### config.mk
export PLATFORM = sky130hd
export DESIGN_NAME = prog_sequencer
export DESIGN_NICKNAME = d
export VERILOG_FILES = /design/src/rtl/seq_pkg.sv /design/src/rtl/seq_decode.sv /design/src/rtl/seq_loop_regs.sv /design/src/rtl/prog_sequencer.sv
export SDC_FILE = /design/constraint.sdc
export NUM_CORES = 1
export LEC_CHECK = 0
export BUFFER_PORTS_ARGS = -buffer_cell sky130_fd_sc_hd__buf_4
export CORE_MARGIN = 2
export CORE_UTILIZATION = 41
export DETAILED_ROUTE_END_ITERATION = 7
export PLACE_DENSITY = 0.66
export REMOVE_ABC_BUFFERS = 1
export SYNTH_ARGS = -nofsm -noshare
export SYNTH_HDL_FRONTEND = slang
export SYNTH_SLANG_ARGS = --single-unit
### constraint.sdc
create_clock -name clk -period 4.1 [get_ports clk]
set_input_delay 0.82 -clock clk [delete_from_list [all_inputs] [get_ports clk]]
set_output_delay 0.82 -clock clk [all_outputs]
set_load 0.005 [all_outputs]
### src/rtl/seq_pkg.sv
package seq_pkg;

    localparam int WORD_W = 32;

    localparam logic [3:0] DST_LOOPCNT = 4'hA;
    localparam logic [3:0] DST_LOOPTOP = 4'hB;
    localparam logic [3:0] DST_PC      = 4'hC;

    typedef enum logic [2:0] {
        K_OP, K_BAD, K_MVI, K_DMA, K_JMP, K_LOOP, K_END
    } iclass_t;

    typedef struct packed {
        iclass_t             cls;
        logic [6:0]          cond;
        logic                cond_on;
        logic                alt;
        logic [3:0]          dest;
        logic [WORD_W-1:0]   imm;
    } dec_t;

    function automatic logic cond_pass(input logic [6:0] c,
                                       input logic z, input logic s,
                                       input logic cy, input logic t0);
        logic r;
        case (c[3:0])
            4'h1:    r = z;
            4'h2:    r = s;
            4'h3:    r = z | s;
            4'h4:    r = cy;
            4'h8:    r = t0;
            default: r = 1'b0;
        endcase
        return c[5] ? r : ~r;
    endfunction

endpackage

### src/rtl/seq_decode.sv
module seq_decode
    import seq_pkg::*;
(
    input  logic [WORD_W-1:0] word,
    output dec_t              dec
);
    always_comb begin
        dec.cond    = word[25:19];
        dec.alt     = word[27];
        dec.dest    = word[29:26];
        dec.cond_on = 1'b0;
        dec.imm     = '0;
        dec.cls     = K_OP;
        case (word[31:30])
            2'b00: dec.cls = K_OP;
            2'b01: dec.cls = K_BAD;
            2'b10: begin
                dec.cls     = K_MVI;
                dec.cond_on = word[25];
                if (word[25])
                    dec.imm = {{(WORD_W-19){word[18]}}, word[18:0]};
                else
                    dec.imm = {{(WORD_W-25){word[24]}}, word[24:0]};
            end
            default: begin
                dec.imm = {{(WORD_W-8){1'b0}}, word[7:0]};
                case (word[29:28])
                    2'b00:   dec.cls = K_DMA;
                    2'b01:   dec.cls = K_JMP;
                    2'b10:   dec.cls = K_LOOP;
                    default: dec.cls = K_END;
                endcase
            end
        endcase
    end
endmodule

### src/rtl/seq_loop_regs.sv
module seq_loop_regs #(
    parameter int PC_W   = 8,
    parameter int LOOP_W = 12
) (
    input  logic              clk,
    input  logic              rst,
    input  logic              ld_cnt,
    input  logic [LOOP_W-1:0] cnt_val,
    input  logic              dec_cnt,
    input  logic              ld_top,
    input  logic [PC_W-1:0]   top_val,
    output logic [LOOP_W-1:0] cnt,
    output logic [PC_W-1:0]   top,
    output logic              cnt_nz
);
    localparam logic [LOOP_W-1:0] ONE = {{(LOOP_W-1){1'b0}}, 1'b1};

    always_ff @(posedge clk) begin
        if (rst) begin
            cnt <= '0;
            top <= '0;
        end else begin
            if (ld_cnt)
                cnt <= cnt_val;
            else if (dec_cnt)
                cnt <= cnt - ONE;
            if (ld_top)
                top <= top_val;
        end
    end

    assign cnt_nz = (cnt != '0);

    // the counter is never decremented from zero
    assert_no_wrap_R9: assert property (@(posedge clk) disable iff (rst)
        dec_cnt |-> cnt != '0);

    // a decrement lowers the count by exactly one
    assert_dec_step_R6: assert property (@(posedge clk) disable iff (rst)
        (dec_cnt && !ld_cnt) |=> cnt == $past(cnt) - ONE);
endmodule

### src/rtl/prog_sequencer.sv
module prog_sequencer
    import seq_pkg::*;
#(
    parameter int PC_W   = 8,
    parameter int LOOP_W = 12
) (
    input  logic              clk,
    input  logic              rst,
    input  logic              start,
    input  logic [PC_W-1:0]   start_pc,
    output logic [PC_W-1:0]   imem_addr,
    input  logic [WORD_W-1:0] imem_rdata,
    input  logic              flag_z,
    input  logic              flag_s,
    input  logic              flag_c,
    input  logic              flag_t0,
    output logic              issue_valid,
    output logic              end_irq,
    output logic              illegal_err
);
    localparam logic [PC_W-1:0] PC_ONE = {{(PC_W-1){1'b0}}, 1'b1};

    logic [PC_W-1:0] pc, dly, fetch, seq, tgt, top_val, loop_top;
    logic            dly_v, running;
    logic            redirect, stop, irq_set, bad;
    logic            ld_cnt, ld_top, dec_cnt, cnt_nz, hit;
    logic [LOOP_W-1:0] cnt;
    dec_t            dec;

    seq_decode u_dec (.word(imem_rdata), .dec(dec));

    seq_loop_regs #(.PC_W(PC_W), .LOOP_W(LOOP_W)) u_loop (
        .clk(clk), .rst(rst),
        .ld_cnt(ld_cnt), .cnt_val(dec.imm[LOOP_W-1:0]),
        .dec_cnt(dec_cnt),
        .ld_top(ld_top), .top_val(top_val),
        .cnt(cnt), .top(loop_top), .cnt_nz(cnt_nz)
    );

    // Fetch comes from the delay register first, then the counter.
    assign fetch = dly_v ? dly : pc;
    assign seq   = dly_v ? pc : pc + PC_ONE;
    assign hit   = cond_pass(dec.cond, flag_z, flag_s, flag_c, flag_t0);

    always_comb begin
        redirect = 1'b0;
        tgt      = seq;
        stop     = 1'b0;
        irq_set  = 1'b0;
        bad      = 1'b0;
        ld_cnt   = 1'b0;
        ld_top   = 1'b0;
        top_val  = dec.imm[PC_W-1:0];
        dec_cnt  = 1'b0;
        if (running) begin
            case (dec.cls)
                K_JMP: begin
                    if (dec.cond == 7'd0 || hit) begin
                        redirect = 1'b1;
                        tgt      = dec.imm[PC_W-1:0];
                    end
                end
                K_LOOP: begin
                    if (cnt_nz) begin
                        dec_cnt  = 1'b1;
                        redirect = 1'b1;
                        tgt      = dec.alt ? seq - PC_ONE : loop_top;
                    end
                end
                K_MVI: begin
                    if (!dec.cond_on || hit) begin
                        case (dec.dest)
                            DST_LOOPCNT: ld_cnt = 1'b1;
                            DST_LOOPTOP: ld_top = 1'b1;
                            DST_PC: begin
                                ld_top   = 1'b1;
                                top_val  = seq;
                                redirect = 1'b1;
                                tgt      = dec.imm[PC_W-1:0];
                            end
                            default: ;
                        endcase
                    end
                end
                K_END: begin
                    stop    = 1'b1;
                    irq_set = dec.alt;
                end
                K_BAD: begin
                    stop = 1'b1;
                    bad  = 1'b1;
                end
                default: ;
            endcase
        end
    end

    always_ff @(posedge clk) begin
        if (rst) begin
            pc          <= '0;
            dly         <= '0;
            dly_v       <= 1'b0;
            running     <= 1'b0;
            end_irq     <= 1'b0;
            illegal_err <= 1'b0;
        end else begin
            end_irq <= 1'b0;
            if (!running) begin
                if (start) begin
                    running     <= 1'b1;
                    pc          <= start_pc;
                    dly_v       <= 1'b0;
                    illegal_err <= 1'b0;
                end
            end else if (stop) begin
                running <= 1'b0;
                dly_v   <= 1'b0;
                end_irq <= irq_set;
                if (bad)
                    illegal_err <= 1'b1;
            end else if (redirect) begin
                dly   <= seq;
                dly_v <= 1'b1;
                pc    <= tgt;
            end else begin
                pc    <= seq;
                dly_v <= 1'b0;
            end
        end
    end

    assign imem_addr   = fetch;
    assign issue_valid = running;

    // after a redirect from a sequential fetch, the next address is the following one
    assert_delay_slot_R4: assert property (@(posedge clk) disable iff (rst)
        (issue_valid && redirect && !dly_v) |=> issue_valid && imem_addr == $past(imem_addr) + PC_ONE);

    // after the delay slot, the saved counter is fetched
    assert_after_slot_R4: assert property (@(posedge clk) disable iff (rst)
        (issue_valid && dly_v && !stop && !redirect) |=> imem_addr == $past(pc));

    // an end word stops issue
    assert_end_stops_R10: assert property (@(posedge clk) disable iff (rst)
        (issue_valid && dec.cls == K_END) |=> !issue_valid);

    // the interrupt lasts one clock
    assert_irq_pulse_R10: assert property (@(posedge clk) disable iff (rst)
        end_irq |=> !end_irq);

    // a reserved word halts and flags
    assert_illegal_R11: assert property (@(posedge clk) disable iff (rst)
        (issue_valid && dec.cls == K_BAD) |=> illegal_err && !issue_valid);
endmodule

==> impl_metrics.csv <==
group,metric,value,unit
timing,clock_skew,0.0127,ns
drt,maxUsedRoutingLayer,"met4",
pwr,p_leak,1.34,nW
grt,grt_usage,0.212,
timing,slew-limit-headroom,0.432,
min_path,hold_class,"flop to flop",
placed_design,place.gp.congestion,0.887,
synth,yosys.area.top_type,"dfxtp_1",
placed_design,dpl_cell_area,3400,um2
grt,first_global_vias,2731,
clocking,cts.htree.levels,2,
clocking,cts_tree,"done",
floorplanning,initial_core_util,0.429,
critical_path,crit_arrival,3.38,ns
placed_design,post-place-ws,0.783,ns
floorplanning,ios,58,
pwr,ir_drop,126,uV
timing,worstMarginPinSlew,0.851,ns
layout,area_growth,19.0,%
placed_design,dpl.hpwl,5730,um
clocking,clock-root-buffer,"clkbuf_8",
synth,ys_ff_latch,40,
drt,wl_met1,3560,um
clocking,worst_skew_pair.late_latency,0.30,ns
timing,fin_tns_setup,0,ns
drt,routed_wl,7950,um
synth,async_flop_share,0,
clocking,cts_buffer_depth,2,
synth,yosysWarnings,0,
floorplanning,die-area,7880,um2
placed_design,io_buffers,49,
synth,syn_area,2950,um2
synth,synthCells,374,
layout,drive_gt1_frac,0.206,
timing,finalCriticalPeriod,3.14,ns
layout,final_cell_mix,"57 x buf_4, 49 x nor2_1, 40 x dfxtp_1",
layout,final_common_cell,"buf_4",
synth,synth_cell_types,60,
floorplanning,fp.dieW,88.8,um
floorplanning,die_y,88.8,um
flow_run,cap_violations,0,
floorplanning,rows,30,
synth,synth-main-ff-cell,"dfxtp_1",
timing,rsz0062_at_grt,"no",
pwr,power_density,272,nW/um2
drt,met2_length,3800,um
clocking,clk_pin_slew_worst_paths,0.09,ns
drt,ant_nets,0,
layout,n_antenna_cell,0,
clocking,postCtsSetupBuffers,0,
timing,hold_violations,0,
grt,grt_pass1_wl,13000,um
drt,drt_iter0_drc,187,
synth,synth_edf_count,0,
layout,final_util,0.511,
timing,setup_viol_count_final,0,
drt,wl_per_cell,15.6,um
outcome,outcome,"finished, final reports clean",
synth,synthTopCellsByArea,"dfxtp_1 27%, nor2_1 6.2%, mux2i_1 5.8%, a211oi_1 4.8%, a21oi_1 3.7%",
layout,instances_no_fill,509,
timing,timing.fmax,318,MHz
synth,postSynthAreaPerCell,7.88,um2
layout,nets,467,
layout,fin_area,3510,um2
critical_path,cp_max_fo,24,
clocking,post_cts_resized,0,
grt,antenna_found_initial,0,
drt,vias,2926,
critical_path,crit_type,"flop to flop",
critical_path,crit_required,4.34,ns
drt,first_pass_iters,4,
synth,synth-seq-area-share,0.272,
clocking,hold_buffers,0,
drt,met3_length,452,um
drt,post-route-drc-count,0,
grt,grt_start_max_net_pins,37,
placed_design,placed_cells,501,
clocking,cts.sinks,40,
timing,period_share,0.766,
clocking,cts_buffers,5,
timing,finalMaxSlewViolations,0,
synth,synth_top_cell_area_share,0.272,
pwr,power,953,uW
drt,via_per_inst,5.75,
critical_path,cp-end-kind,"flop",
critical_path,startpoint_type,"flop",
timing,setup_ws,0.959,ns
grt,grt_overflow,0,
floorplanning,coreArea,6870,um2
timing,hold_slack,0.460,ns
==> Yosys cell counts (2+ instances only) <==
master and n:
nor2_1 49, dfxtp_1 40, nand2_1 28, a21oi_1 22
clkbuf_1 22, a211oi_1 19, mux2i_1 17, inv_1 12
nor3_1 12, xor2_1 11, mux2_2 9, o21ai_0 9
xnor2_1 9, ha_1 8, nand2b_1 8, a31oi_1 6
nor4_1 6, nand3_1 5, nand4_1 5, or3_1 5
nand4b_1 4, o22ai_1 4, a211o_1 3, a21boi_0 3
a21o_1 3, a22oi_1 3, and3_1 3, nand3b_1 3
or4_1 3, a2111oi_4 2, a221oi_1 2, a31o_2 2
and2_1 2, buf_1 2, buf_2 2, nor2b_1 2
o211ai_1 2, o21a_1 2, o311ai_0 2, o31ai_1 2
or2_2 2
==> flip-flops by register name, indices dropped and copies added (netlist names) <==
| register | flops |
|---|---|
| u_loop.cnt | 12 |
| dly | 8 |
| pc | 8 |
| u_loop.top | 8 |
| dly_v | 1 |
| end_irq | 1 |
| illegal_err | 1 |
| issue_valid | 1 |
==> where the power goes <==
group	switching [mW]	internal, mW
sequential	0.0150	0.399
clock	0.145	0.181
combinational	0.118	0.0950
==> path summary, 6_finish.rpt <==
check             cells after the start      to          start  slack, ns
setup / recovery                      8   pc[7]  u_loop.cnt[2]       0.96
hold / removal                        2  dly[0]         dly[0]       0.46
setup reg to reg                      8   pc[7]  u_loop.cnt[2]       0.96
hold reg to reg                       2  dly[0]         dly[0]       0.46
==> cell families (layout without fill, tap and decap cells) <==
group	count (synthesis)	in the layout	share of synthesized area
mux	26	26	0.0921
simple gates	141	141	0.237
flops	40	40	0.272
fa+ha+maj	8	8	0.0340
compound gates	100	100	0.255
buf+inv	39	78	0.0505
xor+xnor	20	20	0.0594
==> cell type report <==
| class | count | area, um2 |
|---|---|---|
| well taps | 96 | 120 |
| inverters | 13 | 48.8 |
| fillers | 691 | 3360 |
| flip-flops and latches | 40 | 801 |
| clock buffers | 6 | 72.6 |
| multi-input cells | 295 | 2000 |
| repair buffers | 57 | 428 |
| clock inverters | 2 | 35.0 |
==> critical path: stages, from the launching register on <==
cell     delay, ns
dfxtp_1       0.36
or4_1         0.65
or4_1         0.76
a21oi_2       0.25
o22ai_2       0.10
buf_4         0.25
o31a_1        0.31
a211o_1       0.29
a21oi_1       0.10
==> per-layer routing <==
layer | vias up | global-route usage
met2 | 92 | 0.350
met4 | 0 | 0.0689
li1 | 1445 | -
met3 | 15 | 0.0326
met1 | 1374 | 0.283
met5 | - | 0
No activity file was read; power rests on OpenSTA's default activity.
